[src/rtl/phy_lpbk_pkg.sv]
package phy_lpbk_pkg;
  typedef enum logic [1:0] {
    LB_NONE   = 2'b00,
    LB_LOCAL  = 2'b01,
    LB_REMOTE = 2'b10
  } lb_path_e;

  localparam int unsigned MODE_W = 2;
  localparam logic [MODE_W-1:0] MODE_10T   = 2'b00;
  localparam logic [MODE_W-1:0] MODE_100TX = 2'b01;
  localparam logic [MODE_W-1:0] MODE_100FX = 2'b10;
endpackage

[src/rtl/lpbk_arbiter.sv]
module lpbk_arbiter
  import phy_lpbk_pkg::*;
(
  input  logic              req_local_i,
  input  logic              req_remote_i,
  input  logic [MODE_W-1:0] mode_i,
  output lb_path_e          path_o
);
  always_comb begin
    if (req_local_i)                               path_o = LB_LOCAL;
    else if (req_remote_i && mode_i == MODE_100TX) path_o = LB_REMOTE;
    else                                           path_o = LB_NONE;
  end
endmodule

[src/rtl/lpbk_sym_path.sv]
module lpbk_sym_path
  import phy_lpbk_pkg::*;
#(
  parameter int unsigned SYM_W = 5
) (
  input  logic             clk_i,
  input  logic             rst_ni,
  input  logic             tick_i,
  input  lb_path_e         path_nxt_i,
  input  logic [SYM_W-1:0] tx_sym_i,
  input  logic [SYM_W-1:0] rx_sym_i,
  output lb_path_e         path_o,
  output logic [SYM_W-1:0] pcs_sym_o,
  output logic [SYM_W-1:0] line_sym_o
);
  lb_path_e         path_q;
  logic [SYM_W-1:0] pcs_q, line_q;
  logic [SYM_W-1:0] pcs_d, line_d;

  // symbols are chosen with the path that becomes active on this boundary
  always_comb begin
    pcs_d  = (path_nxt_i == LB_LOCAL)  ? tx_sym_i : rx_sym_i;
    line_d = (path_nxt_i == LB_REMOTE) ? rx_sym_i : tx_sym_i;
  end

  always_ff @(posedge clk_i or negedge rst_ni) begin
    if (!rst_ni) begin
      path_q <= LB_NONE;
      pcs_q  <= '0;
      line_q <= '0;
    end else if (tick_i) begin
      path_q <= path_nxt_i;
      pcs_q  <= pcs_d;
      line_q <= line_d;
    end
  end

  assign path_o     = path_q;
  assign pcs_sym_o  = pcs_q;
  assign line_sym_o = line_q;
endmodule

[src/rtl/lpbk_sideband.sv]
module lpbk_sideband
  import phy_lpbk_pkg::*;
(
  input  lb_path_e path_i,
  input  logic     sd_line_i,
  input  logic     tx_en_i,
  output logic     sd_o,
  output logic     drv_en_o,
  output logic     link10_force_o
);
  always_comb begin
    unique case (path_i)
      LB_LOCAL:  sd_o = 1'b1;
      LB_REMOTE: sd_o = 1'b0;
      default:   sd_o = sd_line_i;
    endcase
  end

  assign drv_en_o       = (path_i != LB_LOCAL);
  // partner sees the forced link only while no packet is being sent
  assign link10_force_o = (path_i == LB_LOCAL) && !tx_en_i;
endmodule

[src/rtl/phy_lpbk_ctrl.sv]
module phy_lpbk_ctrl
  import phy_lpbk_pkg::*;
#(
  parameter int unsigned SYM_W = 5
) (
  input  logic              clk_i,
  input  logic              rst_ni,
  input  logic              sym_tick_i,
  input  logic              ctl_local_lpbk_i,
  input  logic              ctl_remote_lpbk_i,
  input  logic [MODE_W-1:0] mode_i,
  input  logic              tx_en_i,
  input  logic [SYM_W-1:0]  tx_sym_i,
  input  logic [SYM_W-1:0]  line_rx_sym_i,
  input  logic              sd_line_i,
  output logic [SYM_W-1:0]  pcs_rx_sym_o,
  output logic [SYM_W-1:0]  line_tx_sym_o,
  output logic              sd_o,
  output logic              drv_en_o,
  output logic              link10_force_o
);
  lb_path_e path_nxt, path_cur;

  lpbk_arbiter u_arb (
    .req_local_i  (ctl_local_lpbk_i),
    .req_remote_i (ctl_remote_lpbk_i),
    .mode_i       (mode_i),
    .path_o       (path_nxt)
  );

  lpbk_sym_path #(.SYM_W(SYM_W)) u_path (
    .clk_i      (clk_i),
    .rst_ni     (rst_ni),
    .tick_i     (sym_tick_i),
    .path_nxt_i (path_nxt),
    .tx_sym_i   (tx_sym_i),
    .rx_sym_i   (line_rx_sym_i),
    .path_o     (path_cur),
    .pcs_sym_o  (pcs_rx_sym_o),
    .line_sym_o (line_tx_sym_o)
  );

  lpbk_sideband u_sb (
    .path_i         (path_cur),
    .sd_line_i      (sd_line_i),
    .tx_en_i        (tx_en_i),
    .sd_o           (sd_o),
    .drv_en_o       (drv_en_o),
    .link10_force_o (link10_force_o)
  );
endmodule

[config.mk]
export PLATFORM = sky130hd
export DESIGN_NAME = phy_lpbk_ctrl
export DESIGN_NICKNAME = d
export VERILOG_FILES = /design/src/rtl/phy_lpbk_pkg.sv /design/src/rtl/lpbk_arbiter.sv /design/src/rtl/lpbk_sym_path.sv /design/src/rtl/lpbk_sideband.sv /design/src/rtl/phy_lpbk_ctrl.sv
export SDC_FILE = /design/constraint.sdc
export NUM_CORES = 1
export LEC_CHECK = 0
export BUFFER_PORTS_ARGS = -buffer_cell sky130_fd_sc_hd__buf_2
export CORE_MARGIN = 2
export CORE_UTILIZATION = 50
export CTS_CLUSTER_DIAMETER = 40
export DETAILED_ROUTE_END_ITERATION = 12
export MAX_ROUTING_LAYER = met4
export PLACE_DENSITY = 0.82
export SKIP_LAST_GASP = 1
export SYNTH_ARGS = -nofsm -noshare
export SYNTH_HDL_FRONTEND = slang
export SYNTH_HIERARCHICAL = 1
export SYNTH_SLANG_ARGS = --single-unit
[constraint.sdc]
create_clock -name clk_i -period 1.9 [get_ports clk_i]
set_clock_uncertainty 0.05 [all_clocks]
set_input_delay 0.19 -clock clk_i [delete_from_list [all_inputs] [get_ports clk_i]]
set_output_delay 0.19 -clock clk_i [all_outputs]
set_load 0.1 [all_outputs]
==> flow_summary_export.csv, run 1 <==
group,metric,value,unit
run_status,run_status,"finished clean",
synth,yosys.area_share.adder,3.13,%
route,post_detailed_routing_wire_length,1520,um
timing,rsz0062_at_grt,"false",
setup_path,reg2reg_depth,1,
pwr,share_clk_of_total_power,18.5,%
finish,n_antenna_cell,0,
global_route,grt_antenna_before_repair,0,
route,detail_route.vias_per_cell,5.51,
synth,avgSynthCellArea,11.4,um^2
clocking,cts.sink_count,12,
worst_hold_path,hold_path_depth,3,
finish,finalNonFillerCells,115,
clocking,cts_setup_buffers,0,
global_route,grt_first_pass_wirelength,2440,um
placement,port-buffer-count,31,
route,drc,0,
clocking,clock_tree_root_buffer_cell,"sky130_fd_sc_hd__clkbuf_4",
global_route,grt_start_max_net_pins,26,
clocking,worst_skew_pair.late_latency,0.26,ns
clocking,clock_tree_from_tritoncts,"built",
floorplan,initial_utilization,53.2,%
setup_path,critical_path.reg2reg.startpoint,"u_path/path_o[0]",
route,detail-route-antenna-nets,0,
synth,yosys.area.top_type_share,37.5,%
synth,synth_flop_cell,"sky130_fd_sc_hd__dfrtp_1",
synth,synth.area.mux_share,4.69,%
setup_path,worstReg2RegEnd,"u_path/path_o[0]",
finish,final_core_utilization,62.9,%
finish,area.growth.synth_to_final,18.3,%
floorplan,core_area,1510,um^2
clocking,clk_pin_slew,0.07,ns
worst_hold_path,worstHoldStart,"tx_sym_i[2]",
synth,netlist_instances,70,
finish,final_layout_size_suffix_gt1_share,53.5,%
route,drt_iter0_drc,5,
global_route,globalRouteTotalUtil,18.0,%
clocking,holdBufCountCts,1,
pwr,design_power_total,0.830,mW
pwr,power.combinational.fraction,46.2,%
synth,ys_async_sr_fraction,100,%
setup_path,timing.reg2reg.setup_slack,1.07,ns
clocking,number_of_buffers_created_by_cts,3,
synth,yosysTopAreaCell,"sky130_fd_sc_hd__dfrtp_1",
placement,final_weighted_congestion_of_routability_driven_global_placement,0.727,
clocking,post_cts_resized,0,
timing,tightest_slew,0.490,ns
floorplan,die_x,44.0,um
setup_path,crit_path_max_fanout,3,
synth,synth_xor_area_share,0,%
setup_path,worst_ep_arrival_time,1.60,ns
clocking,max-clock-path-buffers,2,
flow_run,maxcap_violations,0,
timing,fmaxAchievable,543,MHz
finish,finalNetCount,122,
route,drtPass1Iterations,4,
global_route,first_global_vias,562,
timing,final_max_slew_viol_count,0,
worst_hold_path,timing.hold.worst_endpoint,"u_path/line_sym_o[2]",
timing,setup_violations,0,
synth,synthesis.yosys.warnings,6,
synth,synth_cell_types,16,
pwr,power.internal,0.436,mW
pwr,power_switching,0.394,mW
timing,period_share,96.9,%
floorplan,floorplan.io_pins,32,
synth,synth_enable_flop_cells,0,
pwr,seq_power_share,35.3,%
pwr,vdd.ir_drop.worst,0.385,mV
synth,synthesis.area,801,um^2
timing,final_critical_period,1.84,ns
timing,final-hold-violation-count,0,
pwr,power.density_cell_area,877,nW/um^2
pwr,switching_share,47.4,%
placement,dp.cells,111,
synth,netlist_top_cells_area,"sky130_fd_sc_hd__dfrtp_1 (38%), sky130_fd_sc_hd__o221ai_2 (19%), sky130_fd_sc_hd__nand4b_1 (11%), sky130_fd_sc_hd__inv_1 (5.6%), sky130_fd_sc_hd__nand2_1 (4.2%)",
floorplan,num_rows,14,
worst_hold_path,hold_path_class,"in2reg",
synth,ys_seq_elements,12,
setup_path,timing_worst_setup_path_type,"reg2out",
clocking,number_of_h_tree_branching_levels,1,
setup_path,worst_setup_path_start_kind,"flop",
placement,dp.final_hpwl,1130,um
synth,syn_nets,91,
setup_path,required_time_worst_endpoint,1.66,ns
pwr,leakagePower,0.458,nW
synth,synthSimpleGateAreaFrac,21.4,%
synth,synth_sequential_area_ratio,37.5,%
route,via_count,634,
synth,synth_compound_gate_area_share,18.8,%
floorplan,die_footprint,1940,um^2
timing,setup-tns-final,0,ns
setup_path,worst_setup_path_end_kind,"output pin",
global_route,globalRouteOverflowTotal,0,
synth,main_combinational_cell_family_by_area_after_synthesis,"simple AND/OR/NAND/NOR gates",
timing,timing.max_slew.rel_slack,67.6,%
floorplan,fp.dieH,44.0,um
synth,ys_top_cells_by_count,"sky130_fd_sc_hd__dfrtp_1 (12), sky130_fd_sc_hd__inv_1 (12), sky130_fd_sc_hd__nand4b_1 (10), sky130_fd_sc_hd__o221ai_2 (10), sky130_fd_sc_hd__nand2_1 (9)",
route,routedWlPerCell,13.3,um
layer usage:
metal,part of all wire [%],track usage [%],vias up
met1,44,21.0,296
met2,49,29.1,23
met4,1.5,9.09,0
li1,-,-,313
met5,0,-,-
met3,5.4,3.67,2
power groups by stage:
stage / Sequential [mW] / Clock, mW / Combinational [mW]
after floorplan: 0.468 / 0 / 0.156
after global placement: 0.298 / 0 / 0.379
after detailed placement: 0.299 / 0 / 0.383
after CTS: 0.294 / 0.161 / 0.385
after global routing: 0.297 / 0.172 / 0.400
final: 0.293 / 0.153 / 0.384
cell usage in the layout (no fill, tap or decap):
| cell | instances |
|---|---|
| sky130_fd_sc_hd__dfrtp_1 | 12 |
| sky130_fd_sc_hd__ha_1 | 2 |
| sky130_fd_sc_hd__o221ai_2 | 10 |
| sky130_fd_sc_hd__clkbuf_4 | 3 |
| sky130_fd_sc_hd__mux2_2 | 2 |
| sky130_fd_sc_hd__dlygate4sd3_1 | 1 |
| sky130_fd_sc_hd__mux2_4 | 1 |
| sky130_fd_sc_hd__inv_1 | 12 |
| sky130_fd_sc_hd__nand4b_1 | 10 |
| sky130_fd_sc_hd__nand2_1 | 9 |
| sky130_fd_sc_hd__buf_2 | 31 |
| sky130_fd_sc_hd__nor2b_2 | 1 |
| sky130_fd_sc_hd__and2b_4 | 2 |
| sky130_fd_sc_hd__and4bb_2 | 1 |
| sky130_fd_sc_hd__nand2_4 | 1 |
| sky130_fd_sc_hd__buf_4 | 1 |
metrics by stage:
stage | hold slack [ns] | cell area (um^2) | setup slack, ns
final | 0.163 | 947 | 0.0594
after global routing | 0.161 | 947 | 0.0164
after floorplan | -0.156 | 803 | 0.266
after detailed placement | 0.0334 | 915 | 0.348
after global placement | 0.0279 | 915 | 0.374
after CTS | 0.155 | 947 | 0.0494
sequential cells by signal (all words and copies together) (netlist names):
| name | count |
|---|---|
| u_path/line_sym_o | 5 |
| u_path/path_o | 2 |
| u_path/pcs_sym_o | 5 |
worst max path at each step:
| stage | start | endpoint | slack (ns) | depth (start not counted) |
|---|---|---|---|---|
| floorplan | u_path/path_o[1] | link10_force_o | 0.27 | 3 |
| global placement | u_path/path_o[0] | sd_o | 0.37 | 3 |
| global route | u_path/path_o[0] | sd_o | 0.02 | 3 |
| CTS | u_path/path_o[0] | sd_o | 0.05 | 3 |
| detailed placement | u_path/path_o[0] | sd_o | 0.35 | 3 |
| finish | u_path/path_o[0] | sd_o | 0.06 | 3 |
layout make-up:
cell class | count | area [um^2]
clock buffer | 3 | 22.5
multi-input combinational | 39 | 387
fill | 126 | 559
inverter | 12 | 45.0
tap | 16 | 20.0
sequential | 12 | 300
timing repair buffer | 33 | 173
worst max-delay path, stage by stage, from the launching register on:
cell	delay [ns]
sky130_fd_sc_hd__dfrtp_1	0.41
sky130_fd_sc_hd__ha_1	0.32
sky130_fd_sc_hd__mux2_4	0.20
sky130_fd_sc_hd__buf_2	0.41
kinds of logic (layout without fill, tap and decap cells):
group / Yosys count / in the layout
compound gates: 10 / 10
fa+ha+maj: 2 / 2
buf+inv: 19 / 48
flops: 12 / 12
mux: 3 / 3
simple gates: 24 / 24
(Power assumes the default switching activity.)
==> inputs of run 2 (changes only) <==
- CORE_ASPECT_RATIO: unset -> 0.8
- CORE_MARGIN: 2 -> 1.5
- CORE_UTILIZATION: 50 -> 42
- PLACE_DENSITY: 0.82 -> 0.74
- clock period: 1.9 -> 1.5 ns (I/O delays scaled with it)
==> flow_summary_export.csv, run 2 (synthesized netlist as in run 1, its figures left out) <==
group,metric,value,unit
setup_path,critical-path-top-delay-family,"flip-flops",
route,routed.top_layer,"met4",
floorplan,initial_utilization,46.9,%
pwr,power.density_cell_area,1050,nW/um^2
timing,setup_violations,1,
timing,final_critical_path_setup_slack,-0.139,ns
pwr,vdd.ir_drop.worst,0.489,mV
setup_path,timing_worst_setup_path_type,"reg2out",
timing,tightest_slew,0.485,ns
setup_path,crit_path_max_fanout,3,
global_route,globalRouteOverflowTotal,0,
finish,seq_area,300,um^2
finish,final_core_utilization,60.7,%
clocking,cts.sink_count,12,
floorplan,die_footprint,2180,um^2
finish,n_antenna_cell,0,
setup_path,critPathMaxStageDelay,0.42,ns
setup_path,timing.reg2reg.setup_slack,0.65,ns
setup_path,cp_slowest_cell,"sky130_fd_sc_hd__dfrtp_1",
run_status,failed_checks,"setup timing",
clocking,clock_tree_root_buffer_cell,"sky130_fd_sc_hd__clkbuf_4",
worst_hold_path,worstHoldStart,"tx_sym_i[2]",
run_status,run_status,"finished, violations left",
timing,final-hold-violation-count,0,
route,drc,0,
setup_path,buffering_stage_count_on_the_worst_path_with_inverters_included,1,
setup_path,reg2reg_depth,1,
floorplan,fp.dieH,42.1,um
route,routedWlPerCell,12.9,um
global_route,first_global_vias,607,
route,drtPass1Iterations,4,
placement,port-buffer-count,31,
setup_path,critPathCapture,"sd_o",
timing,final_critical_period,1.64,ns
setup_path,worst_setup_path_start_kind,"flop",
clocking,clk_pin_slew,0.07,ns
clocking,cts_setup_buffers,0,
route,wirelength_met1,654,um
clocking,worst_skew_pair.late_latency,0.26,ns
clocking,clock_tree_from_tritoncts,"built",
global_route,globalRouteTotalUtil,16.9,%
placement,dpl-instance-area,992,um^2
setup_path,crit_path_cell_trace,"ha_4 > mux2_4 > buf_12",
setup_path,required_time_worst_endpoint,1.30,ns
finish,layout_commonest_cell,"sky130_fd_sc_hd__buf_2",
clocking,number_of_h_tree_branching_levels,1,
global_route,grt_first_pass_wirelength,2700,um
finish,multiInputGateArea,404,um^2
timing,setup-tns-final,-0.139,ns
setup_path,worst_ep_arrival_time,1.44,ns
worst_hold_path,hold_path_class,"in2reg",
global_route,grt_start_max_net_pins,19,
timing,final_max_slew_viol_count,0,
setup_path,critical_path.reg2reg.startpoint,"u_path/path_o[0]",
timing,timing.max_slew.rel_slack,67.9,%
setup_path,worstReg2RegEnd,"u_path/path_o[0]",
pwr,leakagePower,0.488,nW
clocking,max-clock-path-buffers,2,
timing,period_share,109,%
timing,final_layout_worst_hold_slack,0.128,ns
placement,dp.final_hpwl,1240,um
global_route,grt_antenna_before_repair,0,
finish,commonest_cells_after_routing_fill_and_taps_aside,"sky130_fd_sc_hd__buf_2 (28), sky130_fd_sc_hd__dfrtp_1 (12), sky130_fd_sc_hd__inv_1 (11)",
finish,finalNetCount,123,
setup_path,critical_path.startpoint,"u_path/path_o[0]",
timing,fmaxAchievable,610,MHz
route,wl_met2,803,um
flow_run,maxcap_violations,0,
finish,layout.cell_area.non_filler,1040,um^2
route,via_count,626,
floorplan,core_area,1710,um^2
route,drt_iter0_drc,7,
clocking,number_of_buffers_created_by_cts,3,
route,detail_route.vias_per_cell,5.13,
floorplan,num_rows,13,
floorplan,die_x,51.8,um
finish,area.growth.synth_to_final,29.5,%
route,detail-route-antenna-nets,0,
route,route.met3.wl,103,um
placement,final_weighted_congestion_of_routability_driven_global_placement,0.763,
timing,rsz0062_at_grt,"true",
setup_path,cp_num_cells,3,
floorplan,floorplan.io_pins,32,
setup_path,worst_setup_path_end_kind,"output pin",
route,post_detailed_routing_wire_length,1580,um
finish,final_layout_size_suffix_gt1_share,56.0,%
finish,filler_cell_count,144,
[run 2: cell types whose count changed in the layout (fill, tap and decap cells not counted)]
cell	previous run	this run
sky130_fd_sc_hd__buf_12	0	4
sky130_fd_sc_hd__buf_2	31	28
sky130_fd_sc_hd__ha_1	2	1
sky130_fd_sc_hd__ha_4	0	1
sky130_fd_sc_hd__inv_1	12	11
sky130_fd_sc_hd__inv_2	0	1
sky130_fd_sc_hd__nor2b_2	1	0
sky130_fd_sc_hd__nor2b_4	0	1
[run 2: worst min-delay path by stage]
stage                           endpoint  slack [ns]  depth (start not counted)
detailed placement  u_path/line_sym_o[1]       -0.01                          1
global route        u_path/line_sym_o[4]        0.12                          3
CTS                  u_path/pcs_sym_o[2]        0.12                          3
floorplan           u_path/line_sym_o[0]       -0.20                          0
global placement    u_path/line_sym_o[1]       -0.02                          1
finish               u_path/pcs_sym_o[2]        0.13                          3
[run 2: cell type report]
| cell class | instances | share of cell area (%) |
|---|---|---|
| Tap cell | 22 | 2.65 |
| Multi-Input combinational cell | 39 | 39.0 |
| Inverter | 12 | 4.34 |
| Timing Repair Buffer | 34 | 22.9 |
| Clock buffer | 3 | 2.17 |
| Sequential cell | 12 | 29.0 |
[run 2: metal layers]
layer	GRT usage, %	vias to the layer above
met4	7.89	0
met2	26.8	21
met3	2.50	2
met5	-	-
li1	-	315
met1	21.0	288
[run 2: stage by stage]
stage | power (mW) | cells | setup slack, ns
3_3_place_gp | 0.902 | 118 | 0.139
3_5_place_dp | 0.910 | 118 | 0.126
5_1_grt | 1.15 | 122 | -0.190
4_1_cts | 1.11 | 122 | -0.149
6_report | 1.09 | 122 | -0.139
2_1_floorplan | 0.793 | 70 | 0.149
[run 2: report_power, final]
part           internal, mW  total (mW)  switching (mW)
logic                 0.144       0.533           0.389
clock network        0.0926       0.188          0.0950
registers             0.356       0.374          0.0179
total                 0.592        1.09           0.502
[run 2: worst min-delay path, cell delays in order]
cell and delay (ns):
sky130_fd_sc_hd__buf_2 0.09, sky130_fd_sc_hd__nand4b_1 0.10, sky130_fd_sc_hd__o221ai_2 0.07
[run 2: what timing repair did]
item / CTS / global route
hold buffers: 1 / 0
pin swaps: 1 / 0
endpoints found under the setup margin: 1 / 2
gates resized for setup: 2 / 0
endpoints found under the hold margin: 12 / 0
